===== config.mk =====
export PLATFORM = sky130hd
export DESIGN_NAME = bnpc_top
export DESIGN_NICKNAME = d
export VERILOG_FILES = /design/src/rtl/bnpc_pkg.sv /design/src/rtl/bnpc_cond.sv /design/src/rtl/bnpc_target.sv /design/src/rtl/bnpc_top.sv
export SDC_FILE = /design/constraint.sdc
export NUM_CORES = 1
export LEC_CHECK = 0
export BUFFER_PORTS_ARGS = -buffer_cell sky130_fd_sc_hd__buf_4
export CORE_UTILIZATION = 50
export DETAILED_ROUTE_END_ITERATION = 6
export GPL_ROUTABILITY_DRIVEN = 0
export GPL_TIMING_DRIVEN = 0
export MAX_ROUTING_LAYER = met4
export PLACE_DENSITY = 0.87
export REMOVE_ABC_BUFFERS = 1
export SYNTH_ARGS = -nofsm -noshare
export SYNTH_HDL_FRONTEND = slang
export SYNTH_SLANG_ARGS = --single-unit

===== constraint.sdc =====
create_clock -name clk -period 5 [get_ports clk]
set_input_delay 0.25 -clock clk [delete_from_list [all_inputs] [get_ports clk]]
set_output_delay 0.25 -clock clk [all_outputs]
set_load 0.05 [all_outputs]

===== src/rtl/bnpc_pkg.sv =====
// Package: shared op encoding for the branch and next-PC unit.
// Assumes a 4-bit op field produced by the instruction decoder.
package bnpc_pkg;

    typedef enum logic [3:0] {
        OP_SEQ   = 4'd0,
        OP_BEQ   = 4'd1,
        OP_BNE   = 4'd2,
        OP_BLEZ  = 4'd3,
        OP_BGTZ  = 4'd4,
        OP_BLTZ  = 4'd5,
        OP_BGEZ  = 4'd6,
        OP_JMP   = 4'd7,
        OP_JAL   = 4'd8,
        OP_JR    = 4'd9,
        OP_JALR  = 4'd10
    } bnpc_op_e;

endpackage


===== src/rtl/bnpc_cond.sv =====
// Module: branch condition evaluator.
// Decides whether a conditional branch is taken. Uses only an equality
// comparator, a zero detector and the sign bit; no subtraction.
// Assumes op is one of the package codes; non-branch codes give 0.
module bnpc_cond
    import bnpc_pkg::*;
#(
    parameter int XLEN = 32
) (
    input  bnpc_op_e          op,
    input  logic [XLEN-1:0]   rs_val,
    input  logic [XLEN-1:0]   rt_val,
    output logic              is_branch,
    output logic              cond_true
);

    logic eq;
    logic zero;
    logic neg;

    // Shared comparison primitives.
    always_comb begin
        eq   = (rs_val == rt_val);
        zero = (rs_val == '0);
        neg  = rs_val[XLEN-1];
    end

    // Per-op condition selection.
    always_comb begin
        is_branch = 1'b1;
        cond_true = 1'b0;
        unique case (op)
            OP_BEQ:  cond_true = eq;
            OP_BNE:  cond_true = !eq;
            OP_BLEZ: cond_true = neg || zero;
            OP_BGTZ: cond_true = !neg && !zero;
            OP_BLTZ: cond_true = neg;
            OP_BGEZ: cond_true = !neg;
            default: is_branch = 1'b0;
        endcase
    end

endmodule


===== src/rtl/bnpc_target.sv =====
// Module: candidate target generator.
// Forms the sequential, PC-relative and region-absolute addresses from
// the current PC and the raw immediate field. Assumes XLEN >= OFF_W + 2.
module bnpc_target #(
    parameter int XLEN  = 32,
    parameter int OFF_W = 16,
    parameter int TGT_W = 26
) (
    input  logic [XLEN-1:0]  pc,
    input  logic [TGT_W-1:0] imm_field,
    output logic [XLEN-1:0]  seq_pc,
    output logic [XLEN-1:0]  br_pc,
    output logic [XLEN-1:0]  jmp_pc
);

    localparam int INSN_BYTES = 4;
    localparam int EXT_W      = XLEN - OFF_W;
    localparam int REGION_W   = XLEN - TGT_W - 2;

    logic [XLEN-1:0] off_ext;

    // Sequential successor and sign-extended, word-scaled branch offset.
    always_comb begin
        seq_pc  = pc + XLEN'(INSN_BYTES);
        off_ext = {{EXT_W{imm_field[OFF_W-1]}}, imm_field[OFF_W-1:0]};
        br_pc   = seq_pc + (off_ext << 2);
    end

    // Absolute target: keep the PC region bits when the field is narrower.
    generate
        if (REGION_W > 0) begin : g_region
            always_comb jmp_pc = {seq_pc[XLEN-1 -: REGION_W], imm_field, 2'b00};
        end else begin : g_full
            logic [TGT_W+1:0] wide;
            always_comb begin
                wide   = {imm_field, 2'b00};
                jmp_pc = wide[XLEN-1:0];
            end
        end
    endgenerate

endmodule


===== src/rtl/bnpc_top.sv =====
// Module: branch and next-PC unit.
// Holds the PC, picks the next PC among sequential, branch, absolute and
// register targets, and drives the return-address write for calls.
// Assumes a single-cycle redirect (no delay slot) and word-aligned code.
module bnpc_top
    import bnpc_pkg::*;
#(
    parameter int              XLEN     = 32,
    parameter int              OFF_W    = 16,
    parameter int              TGT_W    = 26,
    parameter int              RIDX_W   = 5,
    parameter int              LINK_REG = 31,
    parameter logic [XLEN-1:0] RST_PC   = '0
) (
    input  logic              clk,
    input  logic              rst_n,
    input  logic              step,
    input  logic [3:0]        op,
    input  logic [XLEN-1:0]   rs_val,
    input  logic [XLEN-1:0]   rt_val,
    input  logic [TGT_W-1:0]  imm_field,
    output logic [XLEN-1:0]   pc,
    output logic [XLEN-1:0]   next_pc,
    output logic              taken,
    output logic              link_we,
    output logic [RIDX_W-1:0] link_idx,
    output logic [XLEN-1:0]   link_val,
    output logic              misalign
);

    bnpc_op_e        op_e;
    logic            is_branch;
    logic            cond_true;
    logic [XLEN-1:0] seq_pc;
    logic [XLEN-1:0] br_pc;
    logic [XLEN-1:0] jmp_pc;
    logic            is_abs;
    logic            is_ind;
    logic            is_call;

    // Decode the op field into transfer classes.
    always_comb begin
        op_e    = bnpc_op_e'(op);
        is_abs  = (op_e == OP_JMP) || (op_e == OP_JAL);
        is_ind  = (op_e == OP_JR)  || (op_e == OP_JALR);
        is_call = (op_e == OP_JAL) || (op_e == OP_JALR);
    end

    bnpc_cond #(.XLEN(XLEN)) u_cond (
        .op        (op_e),
        .rs_val    (rs_val),
        .rt_val    (rt_val),
        .is_branch (is_branch),
        .cond_true (cond_true)
    );

    bnpc_target #(.XLEN(XLEN), .OFF_W(OFF_W), .TGT_W(TGT_W)) u_tgt (
        .pc        (pc),
        .imm_field (imm_field),
        .seq_pc    (seq_pc),
        .br_pc     (br_pc),
        .jmp_pc    (jmp_pc)
    );

    // Next-PC selection, misalignment detection and link request.
    always_comb begin
        misalign = is_ind && (rs_val[1:0] != 2'b00);
        taken    = 1'b0;
        next_pc  = seq_pc;
        if (misalign) begin
            next_pc = pc;
        end else if (is_ind) begin
            taken   = 1'b1;
            next_pc = rs_val;
        end else if (is_abs) begin
            taken   = 1'b1;
            next_pc = jmp_pc;
        end else if (is_branch && cond_true) begin
            taken   = 1'b1;
            next_pc = br_pc;
        end
        link_we  = is_call && !misalign;
        link_idx = RIDX_W'(LINK_REG);
        link_val = seq_pc;
    end

    // PC register: reset vector, then follow next_pc on each step.
    always_ff @(posedge clk) begin
        if (!rst_n)
            pc <= RST_PC;
        else if (step)
            pc <= next_pc;
    end


    pc_follow_chk: assert property (@(posedge clk) disable iff (!rst_n)
        $past(rst_n) && $past(step) |-> pc == $past(next_pc));


    pc_idle_hold_chk: assert property (@(posedge clk) disable iff (!rst_n)
        $past(rst_n) && !$past(step) |-> $stable(pc));


    misalign_hold_chk: assert property (@(posedge clk) disable iff (!rst_n)
        $past(rst_n) && $past(misalign) |-> $stable(pc));


    indirect_load_chk: assert property (@(posedge clk) disable iff (!rst_n)
        step && (op == 4'd9) && (rs_val[1:0] == 2'b00) |=> pc == $past(rs_val));


    link_call_only_chk: assert property (@(posedge clk) disable iff (!rst_n)
        link_we |-> ((op == 4'd8) || (op == 4'd10)) && !misalign);


    misalign_no_link_chk: assert property (@(posedge clk) disable iff (!rst_n)
        misalign |-> !link_we && !taken);

endmodule


==> flow_metrics.py, run 1 <==
metrics = {
    "synthesis": {
        "yosys-mux-area-fraction_pct": 4.75,
        "syn_area_per_cell_um2": 7.06,
        "simple_gate_area_share_of_the_yosys_netlist_pct": 26.8,
        "ys_types": 77,
        "synth_top_family_by_area": "compound AO/OA/AOI/OAI gates",
        "area_fraction_in_compound_gates_after_synthesis_pct": 29.9,
        "mappedNetlistArea_mm2": 0.00532,
        "synth_top_area_cell": "sky130_fd_sc_hd__dfxtp_1",
        "synthArstFlopShare_pct": 0,
        "seq_area_frac_synth_pct": 12.0,
        "synthesis.instances": 754,
        "yosys_warns": 0,
        "synth_top_area_share_pct": 12.0,
        "synth.ff_latch_count": 32,
        "post_synth_xor_area_fraction_pct": 12.3,
        "number_of_enable_flip_flop_cells_after_synthesis": 0,
        "synth-main-ff-cell": "sky130_fd_sc_hd__dfxtp_1",
        "synthAdderAreaFrac_pct": 8.84,
        "synth.area.top_cells": "sky130_fd_sc_hd__dfxtp_1, sky130_fd_sc_hd__ha_1, sky130_fd_sc_hd__nand2_1",
    },
    "clocking": {
        "numCtsBuffers": 5,
        "post_cts_hold_buffer_count": 0,
        "cts-htree-levels": 2,
        "cts.sinks": 32,
        "maximum_clock_path_buffer_count": 2,
        "path_clk_slew_ns": 0.09,
        "clock_tree.root_cell": "sky130_fd_sc_hd__clkbuf_8",
        "postCtsSetupRepairBufs": 0,
        "worst_skew_pair.late_latency_ns": 0.31,
        "tritoncts": "done",
    },
    "final_layout": {
        "final_layout_size_suffix_gt1_share_pct": 28.4,
        "max_flop_register": "pc",
        "finish.net_count": 1053,
        "antenna_cells": 0,
        "finalInstanceArea_mm2": 0.00697,
        "area_growth_syn_to_layout_pct": 31.0,
        "largest_register_ff_count": 32,
        "layout_common_cells": "sky130_fd_sc_hd__buf_4, sky130_fd_sc_hd__nand2_1, sky130_fd_sc_hd__a21oi_1",
        "top_registers": "pc (32)",
        "layout.cells.most_common": "sky130_fd_sc_hd__buf_4",
    },
    "sta": {
        "worst_slew_margin_rel_pct": 19.0,
        "timing.final.hold_violations": 0,
        "clock_skew_ns": 0.0109,
        "setup-violations-final": 0,
        "final_min_period_over_clock_period_pct": 98.1,
        "min_period_ns": 4.91,
        "max_slew.worst_pin.slew_ns": 1.22,
        "grt_setup_unrepaired": "no",
        "timing.final.max_slew_violations": 0,
        "layout_setup_ws_ns": 0.0936,
        "fmax_mhz": 204,
        "timing.setup.tns_ns": 0,
    },
    "power_and_ir_drop": {
        "max-vdd-ir-drop_mv": 0.119,
        "total_power_mw": 1.62,
        "power.density_cell_area_mw_per_mm2": 232,
        "leakage_power_nw": 3.18,
    },
    "min_path": {
        "kind_of_path_behind_the_tightest_hold_check": "input pin to flip-flop",
    },
    "global_route": {
        "grt_usage_pct": 38.0,
        "grt_pass1_vias": 6193,
        "grt_antenna_before_repair": 0,
        "grt_first_pass_wirelength_mm": 32.4,
        "grt_remaining_overflow": 0,
        "grt_start_max_net_pins": 45,
    },
    "drt": {
        "drc": 0,
        "average_vias_per_placed_instance": 6.44,
        "dr.pass1.iters": 6,
        "routed-via-count": 6796,
        "wl_per_cell_um": 20.0,
        "drt.antenna.violating_nets": 0,
        "drt_iter0_drc": 775,
        "finalWirelength_mm": 21.1,
    },
    "place": {
        "dpl-instance-area_mm2": 0.00680,
        "place.detailed.hpwl_mm": 15.9,
        "placement.setup.worst_slack_ns": -0.0239,
        "port_buffers": 195,
    },
    "floorplanning": {
        "row_count": 37,
        "dieArea_mm2": 0.0111,
        "start_util_pct": 51.6,
        "core_region_area_mm2": 0.0103,
        "chipHeight_um": 105,
        "die_width_um": 105,
        "io-pin-count": 201,
    },
    "setup_path": {
        "arrival_ns": 4.66,
        "worstPathMaxFanout": 8,
        "worst_ep_required_time_ns": 4.75,
        "timing.critical_path.to_type": "output port",
        "start_kind": "flip-flop",
        "critPathKind": "flip-flop to output port",
    },
    "run": {
        "cap_violations": 0,
    },
    "outcome": {
        "outcome": "finished, final reports clean",
    },
}
## logic make-up (layout without fill, tap and decap cells)
kind of cell,after synthesis,count (layout)
other,1,5
AO/OA/AOI/OAI,240,240
XOR/XNOR,75,75
buffers and inverters,58,220
adder cells (fa/ha/maj),37,37
flip-flops,32,32
multiplexers,25,25
AND/OR/NAND/NOR,286,286
## worst paths after layout
path | from | end | slack [ns] | cells after the start
worst max-delay path | pc[4]$_SDFFE_PN0P_ | next_pc[31] | 0.09 | 14
worst min-delay path | imm_field[13] | pc[15]$_SDFFE_PN0P_ | 0.29 | 3
worst max register to register | pc[4]$_SDFFE_PN0P_ | pc[31]$_SDFFE_PN0P_ | 0.80 | 13
worst min register to register | pc[0]$_SDFFE_PN0P_ | pc[0]$_SDFFE_PN0P_ | 0.52 | 1
## final cells by class
type / count / area [µm²]
clock inverter: 2 / 10.0
inverter: 15 / 56.3
timing repair buffer: 197 / 1510
tap: 136 / 170
fill: 913 / 3350
multi-input combinational: 668 / 4500
clock buffer: 6 / 82.6
sequential: 32 / 642
## where the power goes
part	internal [mW]	total, mW	leakage (nW)	switching (mW)
clock network	0.110	0.235	0.0510	0.125
registers	0.275	0.317	0.264	0.0416
logic	0.365	1.07	2.87	0.702
total	0.751	1.62	3.18	0.868
## stage by stage
step	hold slack (ns)	std cells	utilization [%]
finish	0.286	1056	67.5
CTS	0.290	1056	66.9
global placement	0.495	1046	65.4
floorplan	0.350	715	-
detailed placement	0.506	1048	65.9
global route	0.298	1056	67.5
## routing by layer
metal  vias up  track usage (%)  wire length, µm
met3        88             5.93             2500
met4         0             15.2              976
met1      3108             46.4             7960
met2       503             62.3             9660
met5         -                -                0
li1       3097                -                -
## synth_stat cells, drive strengths merged, types with 4 or more instances
cell      n
o21ai    51
xnor2    28
or2       5
o211ai    5
ha       36
xor2     47
nor2b     7
clkbuf   29
and3     22
a211oi    6
and2     10
nor2     35
nand3    28
o21a     11
a21o     15
a31o      6
a311oi    4
nand4    14
inv      14
or3       4
buf      14
o31ai     9
o21ba    11
a211o     4
nand2   110
nor4     17
a21oi    73
nand2b    6
nor3     18
o221ai    6
a31oi    17
mux2i    23
dfxtp    32
## timing repair
action / in CTS / in global routing
resized for setup: 3 / 16
setup endpoints to repair: 2 / 1
pin swaps: 0 / 2
endpoints found under the hold margin: 0 / 0
## worst max-delay path: stages (launching register included)
cell and delay [ns]:
sky130_fd_sc_hd__dfxtp_1 0.52, sky130_fd_sc_hd__and3_1 0.24, sky130_fd_sc_hd__and4_1 0.34, sky130_fd_sc_hd__nand3_1 0.13, sky130_fd_sc_hd__xnor2_1 0.44, sky130_fd_sc_hd__ha_1 0.42, sky130_fd_sc_hd__o21a_1 0.24, sky130_fd_sc_hd__a21oi_1 0.30
sky130_fd_sc_hd__o2111ai_1 0.26, sky130_fd_sc_hd__nor4_4 0.43, sky130_fd_sc_hd__nor3_1 0.12, sky130_fd_sc_hd__o31a_1 0.31, sky130_fd_sc_hd__xnor2_1 0.22, sky130_fd_sc_hd__mux2i_1 0.11, sky130_fd_sc_hd__buf_4 0.24
Power figures use the tool's default switching activity.
==> run 2: changes to the inputs <==
--- a/config.mk
+++ b/config.mk
@@ -6,13 +6,13 @@
 export NUM_CORES = 1
 export LEC_CHECK = 0
 export BUFFER_PORTS_ARGS = -buffer_cell sky130_fd_sc_hd__buf_4
+export CAP_MARGIN = 25
 export CORE_UTILIZATION = 50
 export DETAILED_ROUTE_END_ITERATION = 6
 export GPL_ROUTABILITY_DRIVEN = 0
 export GPL_TIMING_DRIVEN = 0
 export MAX_ROUTING_LAYER = met4
 export PLACE_DENSITY = 0.87
-export REMOVE_ABC_BUFFERS = 1
 export SYNTH_ARGS = -nofsm -noshare
 export SYNTH_HDL_FRONTEND = slang
 export SYNTH_SLANG_ARGS = --single-unit
==> run 2 against run 1 <==
  * Maximum frequency is 1.2% higher
  * Utilization rose by 1.8 points
  * Global-route usage up 0.51 points
  * Clock-buffer cell count rose by 1
  * Sequential cell count did not move
  * Via count is 3.6% higher
  * Die area unchanged
  * Register-to-register slack improved by 0.02 ns
==> flow_metrics.py, run 2 (synthesis results as in run 1) <==
metrics = {
    "final_layout": {
        "largest_register_ff_count": 32,
        "finish.net_count": 1090,
        "final_layout_size_suffix_gt1_share_pct": 28.2,
        "area_growth_syn_to_layout_pct": 34.5,
        "layout_common_cells": "sky130_fd_sc_hd__buf_4, sky130_fd_sc_hd__nand2_1, sky130_fd_sc_hd__a21oi_1",
        "antenna_cells": 0,
        "fillerInstances": 924,
        "final_non_filler_cell_total": 1093,
        "max_flop_register": "pc",
        "layout.cells.most_common": "sky130_fd_sc_hd__buf_4",
        "top_registers": "pc (32)",
    },
    "setup_path": {
        "worstPathMaxFanout": 7,
        "start_kind": "flip-flop",
        "worstReg2RegStart": "pc[2]$_SDFFE_PN0P_",
        "arrival_ns": 4.60,
        "reg2reg_slack_ns": 0.82,
        "timing.critical_path.to_type": "output port",
        "worst_ep_required_time_ns": 4.75,
        "critPathKind": "flip-flop to output port",
        "r2r_end": "pc[31]$_SDFFE_PN0P_",
        "worst-r2r-cell-count": 16,
    },
    "sta": {
        "clock_skew_ns": 0.0164,
        "timing.final.max_slew_violations": 0,
        "timing.final.hold_violations": 0,
        "layout_setup_ws_ns": 0.152,
        "max_slew.worst_pin.slew_ns": 0.807,
        "min_period_ns": 4.85,
        "worst_hold_slack_ns": 0.306,
        "final_min_period_over_clock_period_pct": 97.0,
        "fmax_mhz": 206,
        "worst_slew_margin_rel_pct": 46.0,
        "setup-violations-final": 0,
    },
    "clocking": {
        "worst_skew_pair.late_latency_ns": 0.30,
        "path_clk_slew_ns": 0.08,
        "clock_tree.root_cell": "sky130_fd_sc_hd__clkbuf_8",
        "cts.sinks": 32,
        "cts-htree-levels": 2,
        "post_cts_hold_buffer_count": 0,
        "numCtsBuffers": 5,
        "maximum_clock_path_buffer_count": 2,
        "tritoncts": "done",
    },
    "min_path": {
        "kind_of_path_behind_the_tightest_hold_check": "input pin to flip-flop",
        "worst_hold_startpoint": "imm_field[2]",
        "worst_hold_path.endpoint": "pc[4]$_SDFFE_PN0P_",
        "hold-path-cell-count": 3,
    },
    "floorplanning": {
        "die_width_um": 105,
        "row_count": 37,
        "dieArea_mm2": 0.0111,
        "core_region_area_mm2": 0.0103,
        "chipHeight_um": 105,
        "io-pin-count": 201,
        "start_util_pct": 51.6,
    },
    "global_route": {
        "grt_usage_pct": 38.5,
        "grt_pass1_vias": 6321,
        "grt_remaining_overflow": 0,
        "grt_antenna_before_repair": 0,
        "grt_first_pass_wirelength_mm": 32.6,
        "grt_start_max_net_pins": 25,
    },
    "place": {
        "place.detailed.hpwl_mm": 17.1,
        "port_buffers": 192,
        "placement.setup.worst_slack_ns": -0.108,
        "post-place-cells": 1086,
    },
    "drt": {
        "drt_iter0_drc": 689,
        "dr.pass1.iters": 5,
        "drt.antenna.violating_nets": 0,
        "average_vias_per_placed_instance": 6.44,
        "wl_per_cell_um": 19.7,
        "finalWirelength_mm": 21.5,
        "routed-via-count": 7042,
        "drc": 0,
    },
    "power_and_ir_drop": {
        "max-vdd-ir-drop_mv": 0.234,
        "total_power_mw": 1.64,
        "leakage_power_nw": 3.26,
        "power.density_cell_area_mw_per_mm2": 229,
    },
    "run": {
        "cap_violations": 0,
    },
    "outcome": {
        "outcome": "finished, final reports clean",
    },
}
[run 2: layout make-up]
class | count | area (µm²) | area share, %
sequential | 32 | 641 | 8.94
clock inverter | 1 | 7.51 | 0.105
timing repair buffer | 193 | 1450 | 20.2
clock buffer | 7 | 86.3 | 1.21
buffer | 41 | 216 | 3.02
multi-input combinational | 668 | 4540 | 63.3
inverter | 15 | 56.3 | 0.786
tap | 136 | 170 | 2.38
[run 2: worst max-delay path by stage]
stage / cells after the start / slack, ns / endpoint / start
2_1_floorplan: 14 / -0.11 / next_pc[31] / pc[7]$_SDFFE_PN0P_
3_3_place_gp: 18 / 0.002 / next_pc[31] / pc[2]$_SDFFE_PN0P_
3_5_place_dp: 19 / -0.11 / next_pc[31] / pc[2]$_SDFFE_PN0P_
4_1_cts: 19 / 0.05 / next_pc[31] / pc[2]$_SDFFE_PN0P_
5_1_grt: 18 / -0.03 / next_pc[31] / pc[2]$_SDFFE_PN0P_
6_report: 17 / 0.15 / next_pc[31] / pc[2]$_SDFFE_PN0P_
[run 2: per-layer routing]
metal | GRT usage [%] | vias to the layer above | share of wire, %
met1 | 49.0 | 3214 | 38
met3 | 5.80 | 111 | 12
met5 | - | - | 0
met2 | 60.7 | 552 | 45
met4 | 15.9 | 0 | 4.6
li1 | - | 3165 | -
[run 2: what timing repair did]
| item | CTS | global route |
|---|---|---|
| setup buffers | 1 | 0 |
| pin swaps | 1 | 0 |
| resized for setup | 3 | 8 |
| endpoints found under the setup margin | 2 | 2 |
[run 2: report_power, final]
part           internal [mW]  switching (mW)
Clock                  0.112           0.117
Sequential             0.275          0.0405
Combinational          0.375           0.720
[run 2: metrics by stage]
stage               setup TNS [ns]  cell area (µm²)  utilization [%]
detailed placement          -0.108             7030             68.1
global placement                 0             7030             68.1
finish                           0             7160             69.4
floorplan                   -0.122             5420                -
CTS                              0             7140             69.1
global route               -0.0266             7160             69.4
[run 2: worst max-delay path, stage by stage (launching register included)]
cell and delay, ns:
sky130_fd_sc_hd__dfxtp_1 0.43, sky130_fd_sc_hd__ha_2 0.24, sky130_fd_sc_hd__and4_2 0.31, sky130_fd_sc_hd__nand2_1 0.14
sky130_fd_sc_hd__nor2_4 0.18, sky130_fd_sc_hd__and3_1 0.22, sky130_fd_sc_hd__xor2_2 0.11, sky130_fd_sc_hd__ha_2 0.41
sky130_fd_sc_hd__nand4_2 0.14, sky130_fd_sc_hd__or4_4 0.56, sky130_fd_sc_hd__a211oi_2 0.19, sky130_fd_sc_hd__nor4_2 0.08
sky130_fd_sc_hd__buf_4 0.16, sky130_fd_sc_hd__o211a_1 0.22, sky130_fd_sc_hd__o31a_1 0.35, sky130_fd_sc_hd__xnor2_2 0.17
sky130_fd_sc_hd__mux2i_2 0.16, sky130_fd_sc_hd__buf_4 0.23
